--- config.mk ---
export PLATFORM = sky130hd
export DESIGN_NAME = bus_xcvr_parity
export DESIGN_NICKNAME = d
export VERILOG_FILES = /design/src/rtl/xcvr_pkg.sv /design/src/rtl/xcvr_route.sv /design/src/rtl/xcvr_parity.sv /design/src/rtl/xcvr_err_flag.sv /design/src/rtl/bus_xcvr_parity.sv
export SDC_FILE = /design/constraint.sdc
export NUM_CORES = 1
export LEC_CHECK = 0
export ABC_AREA = 1
export CORE_MARGIN = 5
export CORE_UTILIZATION = 35
export DETAILED_ROUTE_END_ITERATION = 7
export GPL_TIMING_DRIVEN = 0
export MAX_ROUTING_LAYER = met4
export PLACE_DENSITY = 0.84
export SYNTH_ARGS = -nofsm -noshare
export SYNTH_HDL_FRONTEND = slang
export SYNTH_SLANG_ARGS = --single-unit
--- constraint.sdc ---
create_clock -name clk -period 1.8 [get_ports clk]
set_input_delay 0.45 -clock clk [delete_from_list [all_inputs] [get_ports clk]]
set_output_delay 0.45 -clock clk [all_outputs]
set_load 0.02 [all_outputs]
--- src/rtl/xcvr_pkg.sv ---
package xcvr_pkg;

  // bit0 = A side driven, bit1 = B side driven
  typedef enum logic [1:0] {
    MODE_ISOLATE = 2'b00,
    MODE_B2A     = 2'b01,
    MODE_A2B     = 2'b10,
    MODE_DIAG    = 2'b11
  } xfer_mode_e;

  function automatic xfer_mode_e decode_mode(input logic oe_a_n, input logic oe_b_n);
    return xfer_mode_e'({~oe_b_n, ~oe_a_n});
  endfunction

endpackage

--- src/rtl/xcvr_route.sv ---
module xcvr_route
  import xcvr_pkg::*;
#(
  parameter int WIDTH = 8
) (
  input  logic             clk,
  input  logic             clr_n,
  input  xfer_mode_e       mode,
  input  logic [WIDTH-1:0] a_in,
  input  logic [WIDTH-1:0] b_in,
  output logic [WIDTH-1:0] a_out,
  output logic             a_oe,
  output logic [WIDTH-1:0] b_out,
  output logic             b_oe
);

  logic a_en;
  logic b_en;

  always_comb begin
    a_en = mode[0];
    b_en = mode[1];
  end

  for (genvar i = 0; i < WIDTH; i++) begin : g_lane
    always_comb begin
      a_out[i] = a_en & b_in[i];
      b_out[i] = b_en & a_in[i];
    end
  end

  always_comb begin
    a_oe = a_en;
    b_oe = b_en;
  end

  p_a_path_r1: assert property (@(posedge clk) disable iff (!clr_n)
    a_oe |-> (a_out == b_in));
  p_a_idle_r1: assert property (@(posedge clk) disable iff (!clr_n)
    !a_oe |-> (a_out == '0));
  p_b_path_r2: assert property (@(posedge clk) disable iff (!clr_n)
    b_oe |-> (b_out == a_in));
  p_b_idle_r2: assert property (@(posedge clk) disable iff (!clr_n)
    !b_oe |-> (b_out == '0));

endmodule

--- src/rtl/xcvr_parity.sv ---
module xcvr_parity
  import xcvr_pkg::*;
#(
  parameter int WIDTH = 8
) (
  input  logic             clk,
  input  logic             clr_n,
  input  xfer_mode_e       mode,
  input  logic [WIDTH-1:0] a_in,
  input  logic [WIDTH-1:0] b_in,
  input  logic             par_in,
  output logic             par_out,
  output logic             par_oe,
  output logic             err_cond
);

  logic odd_bit;
  logic rx_xor;

  // generator: bit that makes data plus parity odd
  always_comb begin
    odd_bit = ~(^a_in);
    unique case (mode)
      MODE_A2B:  par_out = odd_bit;
      MODE_DIAG: par_out = ~odd_bit;
      default:   par_out = 1'b0;
    endcase
    par_oe = mode[1];
  end

  // checker: active while A side is driven
  always_comb begin
    rx_xor   = (^b_in) ^ par_in;
    err_cond = mode[0] & ~rx_xor;
  end

  p_par_gen_r3: assert property (@(posedge clk) disable iff (!clr_n)
    (mode == MODE_A2B) |-> ((^{a_in, par_out}) == 1'b1));
  p_par_off_r3: assert property (@(posedge clk) disable iff (!clr_n)
    !mode[1] |-> (!par_oe && !par_out));
  p_par_diag_r4: assert property (@(posedge clk) disable iff (!clr_n)
    (mode == MODE_DIAG) |-> ((^{a_in, par_out}) == 1'b0));
  p_no_check_r6: assert property (@(posedge clk) disable iff (!clr_n)
    !mode[0] |-> !err_cond);

endmodule

--- src/rtl/xcvr_err_flag.sv ---
module xcvr_err_flag #(
  parameter int SYNC_STAGES = 2
) (
  input  logic clk,
  input  logic clr_n,
  input  logic err_cond,
  output logic err_flag,
  output logic capture_ok
);

  localparam int STG = (SYNC_STAGES < 1) ? 1 : SYNC_STAGES;

  logic [STG-1:0] sync_q;
  logic [STG-1:0] sync_nxt;
  logic           flag_q;
  logic           flag_nxt;
  logic           flag_en;

  // clear release synchronizer: asserts at once, releases after STG edges
  if (STG == 1) begin : g_sync_one
    always_comb sync_nxt = 1'b1;
  end else begin : g_sync_chain
    always_comb sync_nxt = {sync_q[STG-2:0], 1'b1};
  end

  always_ff @(posedge clk or negedge clr_n) begin
    if (!clr_n) sync_q <= '0;
    else        sync_q <= sync_nxt;
  end

  always_comb capture_ok = sync_q[STG-1];

  // sticky flag: enable only on error, next state always set
  always_comb begin
    flag_en  = err_cond;
    flag_nxt = 1'b1;
  end

  always_ff @(posedge clk or negedge capture_ok) begin
    if (!capture_ok)  flag_q <= 1'b0;
    else if (flag_en) flag_q <= flag_nxt;
  end

  always_comb err_flag = flag_q;

  p_set_r5: assert property (@(posedge clk) disable iff (!clr_n)
    (capture_ok && err_cond) |=> err_flag);
  p_sticky_r7: assert property (@(posedge clk) disable iff (!clr_n)
    err_flag |=> err_flag);
  p_blind_r9: assert property (@(posedge clk) disable iff (!clr_n)
    !capture_ok |-> !err_flag);

endmodule

--- src/rtl/bus_xcvr_parity.sv ---
module bus_xcvr_parity
  import xcvr_pkg::*;
#(
  parameter int WIDTH       = 8,
  parameter int SYNC_STAGES = 2
) (
  input  logic             clk,
  input  logic             clr_n,
  input  logic             oe_a_n,
  input  logic             oe_b_n,
  input  logic [WIDTH-1:0] a_in,
  output logic [WIDTH-1:0] a_out,
  output logic             a_oe,
  input  logic [WIDTH-1:0] b_in,
  output logic [WIDTH-1:0] b_out,
  output logic             b_oe,
  input  logic             par_in,
  output logic             par_out,
  output logic             par_oe,
  output logic             err_drive_low,
  output logic             err_flag
);

  xfer_mode_e mode;
  logic       err_cond;
  logic       flag_q;
  logic       capture_ok;

  always_comb mode = decode_mode(oe_a_n, oe_b_n);

  xcvr_route #(.WIDTH(WIDTH)) u_route (
    .clk   (clk),
    .clr_n (clr_n),
    .mode  (mode),
    .a_in  (a_in),
    .b_in  (b_in),
    .a_out (a_out),
    .a_oe  (a_oe),
    .b_out (b_out),
    .b_oe  (b_oe)
  );

  xcvr_parity #(.WIDTH(WIDTH)) u_parity (
    .clk      (clk),
    .clr_n    (clr_n),
    .mode     (mode),
    .a_in     (a_in),
    .b_in     (b_in),
    .par_in   (par_in),
    .par_out  (par_out),
    .par_oe   (par_oe),
    .err_cond (err_cond)
  );

  xcvr_err_flag #(.SYNC_STAGES(SYNC_STAGES)) u_flag (
    .clk        (clk),
    .clr_n      (clr_n),
    .err_cond   (err_cond),
    .err_flag   (flag_q),
    .capture_ok (capture_ok)
  );

  always_comb begin
    err_flag      = flag_q;
    err_drive_low = flag_q;
  end

  p_noset_r6: assert property (@(posedge clk) disable iff (!clr_n)
    (oe_a_n && !err_flag) |=> !err_flag);
  p_drive_r10: assert property (@(posedge clk) disable iff (!clr_n)
    err_drive_low == err_flag);

endmodule

==> results.ini, run 1 <==
[synth]
yosysWarnings = 0
synth_cells = 105
yosysSeqAreaShare_pct = 13.7
synth.most_common_cell = nand2_1
yosys-top-cells-area = nand2_1, nor2_1, inv_1
synth.top_cell.area_share_pct = 29.5
avgSynthCellArea_um2 = 5.21
yosysUniqueCellTypes = 14
synth-edff-count = 0
async_flop_share_pct = 100
syn_area_um2 = 547
synth_ff_type = dfrtp_1
synth_top_area_cell = nand2_1
ys_ff_latch = 3
syn-num-nets = 126
netlist_top_cells_count = nand2_1, nor2_1, inv_1

[cells_and_area]
final_cell_area_um2 = 1010
final_util_pct = 68.2
final_layout_size_suffix_gt1_share_pct = 25.8
seq_area_um2 = 75.1
antenna_cells = 0
multi_input_area_um2 = 394
fill_cells = 154
synthToLayoutAreaGrowth_pct = 85.6
nets = 173

[grt]
antenna_found_initial = 0
grt_pass1_vias = 653
grt.total_usage_pct = 13.8
grt_max_degree = 11
grt_overflow = 0
grt_pass1_wl_um = 2700

[status]
violations = setup timing
status = finished with violations

[setup_path]
endpoint_kind = output pin
critPathMaxFanout = 3
crit_top_cell = nand2_1
critPathSlowestCell = xor2_4
criticalPathCategory = input port to output pin
startpoint = a_in[5]
path_cells = buf_8, xor2_4, and2_1, nor2_1, nand2_1, nand2_1, nand2_1, nand2_1, buf_6
crit_path_start_kind = input port
reg2reg_from = u_flag.err_flag$_DFFE_PN0P_
crit_arrival_ns = 1.36
critPathMaxStageDelay_ns = 0.18
required_ns = 1.35

[timing]
hold_viol = 0
setup_viol = 1
fin_ws_ns = -0.00797
max_freq_mhz = 553
final_max_slew_viol_count = 0
timing.setup.tns_ns = -0.00797
fin_crit_sh_pct = 100
period_minus_slack_ns = 1.81
skew_ns = 0.00875
rsz0062_at_grt = yes

[clocking]
ctsHtreeMaxLevel = 1
clock_sinks = 3
cts_tree = built
holdBufCountCts = 0
cts_buffers = 3
clk_latency_ns = 0.23
postCtsSetupBuffers = 0
clkTransAtPathRegs_ns = 0.04
cts-root-buf = clkbuf_4
cts_buffer_depth = 2

[placed_design]
post-place-ws_ns = -0.865
dpl-instance-area_um2 = 977
port_buffers = 41
gp_congestion = 0.714
dp_hpwl_um = 1450

[detailed_routing]
wl_met1_um = 642
drtIter0Drc = 12
wl_met3_um = 155
top_layer = met3
wl_met2_um = 937
drc = 0
finalWirelength_um = 1740
viasPerCell = 4.40
firstDrtPassIters = 4
wl_per_cell_um = 10.4
ant_nets = 0
routed-via-count = 735

[power_and_ir_drop]
ir_worst_vdd_mv = 0.435
powerDensity_nw_per_um2 = 440
leakagePower_nw = 0.596
p_total_w = 0.000446

[job]
drv_cap = 0

[floorplanning]
core_area_um2 = 1490
rows = 14
initial_core_util_pct = 36.7
die_area_um2 = 2450
die_w_um = 49.5
ioPinCount = 43
die_y_um = 49.5

[min_path]
hp-class = flip-flop to async pin

what timing repair did:
action | 4_1_cts | 5_1_grt
pin swaps | 8 | 9
setup endpoints to repair | 19 | 2
gates cloned | 1 | 0
gates resized for setup | 104 | 13
hold endpoints to repair | 0 | 0
cells in the final DEF, fill, tap and decap left out:
cell type        Yosys  final
inv_1               21     21
dfrtp_1              3      3
buf_2                0     11
clkbuf_1             0      1
nor2_1              22     22
xnor2_4              0      2
clkdlybuf4s50_1      0     12
conb_1               1      1
and2_1               1      1
clkdlybuf4s15_2      0      9
buf_8                0      1
clkbuf_4             0      4
clkbuf_8             1      1
xor2_4               0      1
dlygate4sd2_1        0      1
xor2_1               1      1
buf_4                2      4
xor2_2               2      1
nand2_1             43     43
dlymetal6s2s_1       0      1
buf_6                1      5
xnor2_1              3      2
nand3_1              3      3
through the flow:
stage	hold WS [ns]	std cells
2_1_floorplan	-0.00566	105
4_1_cts	0.0123	167
3_5_place_dp	0.00895	162
3_3_place_gp	-0.00474	162
6_report	0.0151	167
5_1_grt	0.0195	167
routing by layer:
metal	track usage, %	vias to the layer above
met5	-	-
met4	2.62	0
met3	3.31	0
met2	27.8	33
met1	12.7	318
li1	-	384
power by group:
group	internal, W	total (W)	switching, W
combinational	0.000123	0.000256	0.000133
clock	0.0000832	0.000120	0.0000364
sequential	0.0000701	0.0000710	0.000000954
total	0.000276	0.000446	0.000170
worst max-delay path: cells and delay by family:
family	cells	cell delay, ns
buffers and inverters	2	0.22
XOR/XNOR	1	0.18
AND/OR/NAND/NOR	6	0.51
kinds of logic after synthesis:
group	Yosys count	share of synthesized area (%)
buffers and inverters	25	21.7
AND/OR/NAND/NOR	69	48.5
other	1	0.686
XOR/XNOR	7	15.3
flip-flops	3	13.7
sequential cells by signal (all words and copies together), names as in the netlist:
register and cells:
u_flag.sync_q 2, u_flag.err_flag 1
path summary, 6_finish.rpt:
check | to | slack (ns) | cells past startpoint
max | par_out | -0.008 | 9
min | u_flag.err_flag$_DFFE_PN0P_ | 0.02 | 0
max reg2reg | u_flag.err_flag$_DFFE_PN0P_ | 1.16 | 2
min reg2reg | u_flag.err_flag$_DFFE_PN0P_ | 0.02 | 0
max in group asynchronous | u_flag.sync_q[0]$_DFF_PN0_ | 1.29 | 1
min in group clk | u_flag.sync_q[1]$_DFF_PN0_ | 0.34 | 0
final cells by class:
type | count | share of cell area [%]
multi-input combinational | 77 | 38.8
timing repair buffer | 42 | 37.5
inverter | 21 | 7.77
sequential | 3 | 7.40
buffer | 4 | 3.95
clock buffer | 4 | 2.59
tap | 16 | 1.97
(Power assumes the default switching activity.)
==> run 2, diff against run 1 <==
- SKIP_CTS_REPAIR_TIMING: not set -> 1
- TNS_END_PERCENT: not set -> 30
==> results.ini, run 2 (synthesis gave the netlist of run 1 again) <==
[placed_design]
gp_congestion = 0.714
port_buffers = 41
dpl.cell_count = 162
dpl-instance-area_um2 = 977
post-place-ws_ns = -0.865
dp_hpwl_um = 1450

[timing]
fin_crit_sh_pct = 101
rsz0062_at_grt = yes
fin_ws_ns = -0.0198
hold_viol = 0
skew_ns = 0.00942
period_minus_slack_ns = 1.82
final_max_slew_viol_count = 0
setup_viol = 1
max_freq_mhz = 550

[grt]
grt_pass1_vias = 632
grt_max_degree = 11
grt.total_usage_pct = 13.1
antenna_found_initial = 0
grt_overflow = 0
grt_pass1_wl_um = 2570

[cells_and_area]
largest_reg_flops = 2
seq_area_um2 = 75.1
stdcell_count = 166
synthToLayoutAreaGrowth_pct = 74.4
final_cell_area_um2 = 953
layout_common_cells = nand2_1, nor2_1, inv_1
final_common_cell = nand2_1
regMostFlops = u_flag.sync_q
fill_cells = 163
multi_input_area_um2 = 363
antenna_cells = 0
nets = 172
final_layout_size_suffix_gt1_share_pct = 20.7

[power_and_ir_drop]
ir_worst_vdd_mv = 0.434
powerDensity_nw_per_um2 = 450
leakagePower_nw = 0.698
p_total_w = 0.000429

[status]
status = finished with violations
violations = setup timing

[setup_path]
endpoint_kind = output pin
r2r_slack_ns = 1.16
reg2reg_from = u_flag.err_flag$_DFFE_PN0P_
required_ns = 1.35
reg2reg_depth = 2
startpoint = a_in[4]
r2r_end = u_flag.err_flag$_DFFE_PN0P_
crit_arrival_ns = 1.37
crit_end = par_out
critPathMaxFanout = 3
criticalPathCategory = input port to output pin
crit_path_start_kind = input port

[detailed_routing]
firstDrtPassIters = 4
finalWirelength_um = 1720
ant_nets = 0
drtIter0Drc = 4
wl_per_cell_um = 10.4
routed-via-count = 728
drc = 0
viasPerCell = 4.39

[clocking]
clk_latency_ns = 0.24
cts_tree = built
cts-root-buf = clkbuf_4
cts_buffers = 3
ctsHtreeMaxLevel = 1
clock_sinks = 3
clkTransAtPathRegs_ns = 0.04
cts_buffer_depth = 2

[floorplanning]
rows = 14
die_area_um2 = 2450
ioPinCount = 43
die_y_um = 49.5
initial_core_util_pct = 36.7
core_area_um2 = 1490
die_w_um = 49.5

[job]
drv_cap = 0

[min_path]
hp-class = flip-flop to async pin

-- run 2: changes by cell type in the layout (fill, tap and decap cells not counted), moves of 2 or more --
cell,change
clkbuf_2,+16
buf_6,-3
clkdlybuf4s15_2,-9
xnor2_2,+2
xnor2_4,-2
buf_2,-10
dlymetal6s2s_1,+9
-- run 2: layout make-up --
cell class | instances | area share (%)
Sequential cell | 3 | 7.87
Timing Repair Buffer | 41 | 36.6
Multi-Input combinational cell | 77 | 38.1
Buffer | 4 | 4.33
Tap cell | 16 | 2.10
Clock buffer | 4 | 2.76
Inverter | 21 | 8.27
-- run 2: per-layer routing --
layer	global-route usage [%]	vias to the layer above	wire length [µm]
met2	25.8	31	931
met3	3.31	0	115
met1	12.3	317	678
li1	-	380	-
met4	2.62	0	0
met5	-	-	0
-- run 2: power breakdown --
| group | switching [W] | leakage [nW] | internal, W |
|---|---|---|---|
| registers | 0.000000951 | 0.0321 | 0.0000701 |
| logic | 0.000129 | 0.651 | 0.000109 |
| clock network | 0.0000370 | 0.0150 | 0.0000832 |
| total | 0.000167 | 0.698 | 0.000263 |
-- run 2: stage by stage --
| stage | utilization (%) | hold slack [ns] | setup TNS [ns] |
|---|---|---|---|
| floorplan | - | -0.00566 | 0 |
| CTS | 67.4 | 0.0123 | -8.04 |
| detailed placement | 65.6 | 0.00895 | -7.94 |
| global route | 64.0 | 0.0195 | -0.0957 |
| global placement | 65.6 | -0.00474 | -7.62 |
| finish | 64.0 | 0.0151 | -0.0198 |
-- run 2: how the worst min path moves through the flow --
stage | from | cells past startpoint | end | slack, ns
CTS | u_flag.sync_q[1]$_DFF_PN0_ | 0 | u_flag.err_flag$_DFFE_PN0P_ | 0.01
global route | u_flag.sync_q[1]$_DFF_PN0_ | 0 | u_flag.err_flag$_DFFE_PN0P_ | 0.02
finish | u_flag.sync_q[1]$_DFF_PN0_ | 0 | u_flag.err_flag$_DFFE_PN0P_ | 0.02
detailed placement | u_flag.sync_q[1]$_DFF_PN0_ | 0 | u_flag.err_flag$_DFFE_PN0P_ | 0.009
global placement | u_flag.sync_q[1]$_DFF_PN0_ | 0 | u_flag.err_flag$_DFFE_PN0P_ | -0.005
floorplan | u_flag.sync_q[1]$_DFF_PN0_ | 0 | u_flag.err_flag$_DFFE_PN0P_ | -0.006
-- run 2: critical path: stages --
cell	delay [ns]
clkbuf_2	0.11
xor2_2	0.19
and2_1	0.14
nor2_1	0.11
nand2_1	0.08
nand2_1	0.07
nand2_1	0.04
nand2_1	0.07
buf_6	0.12
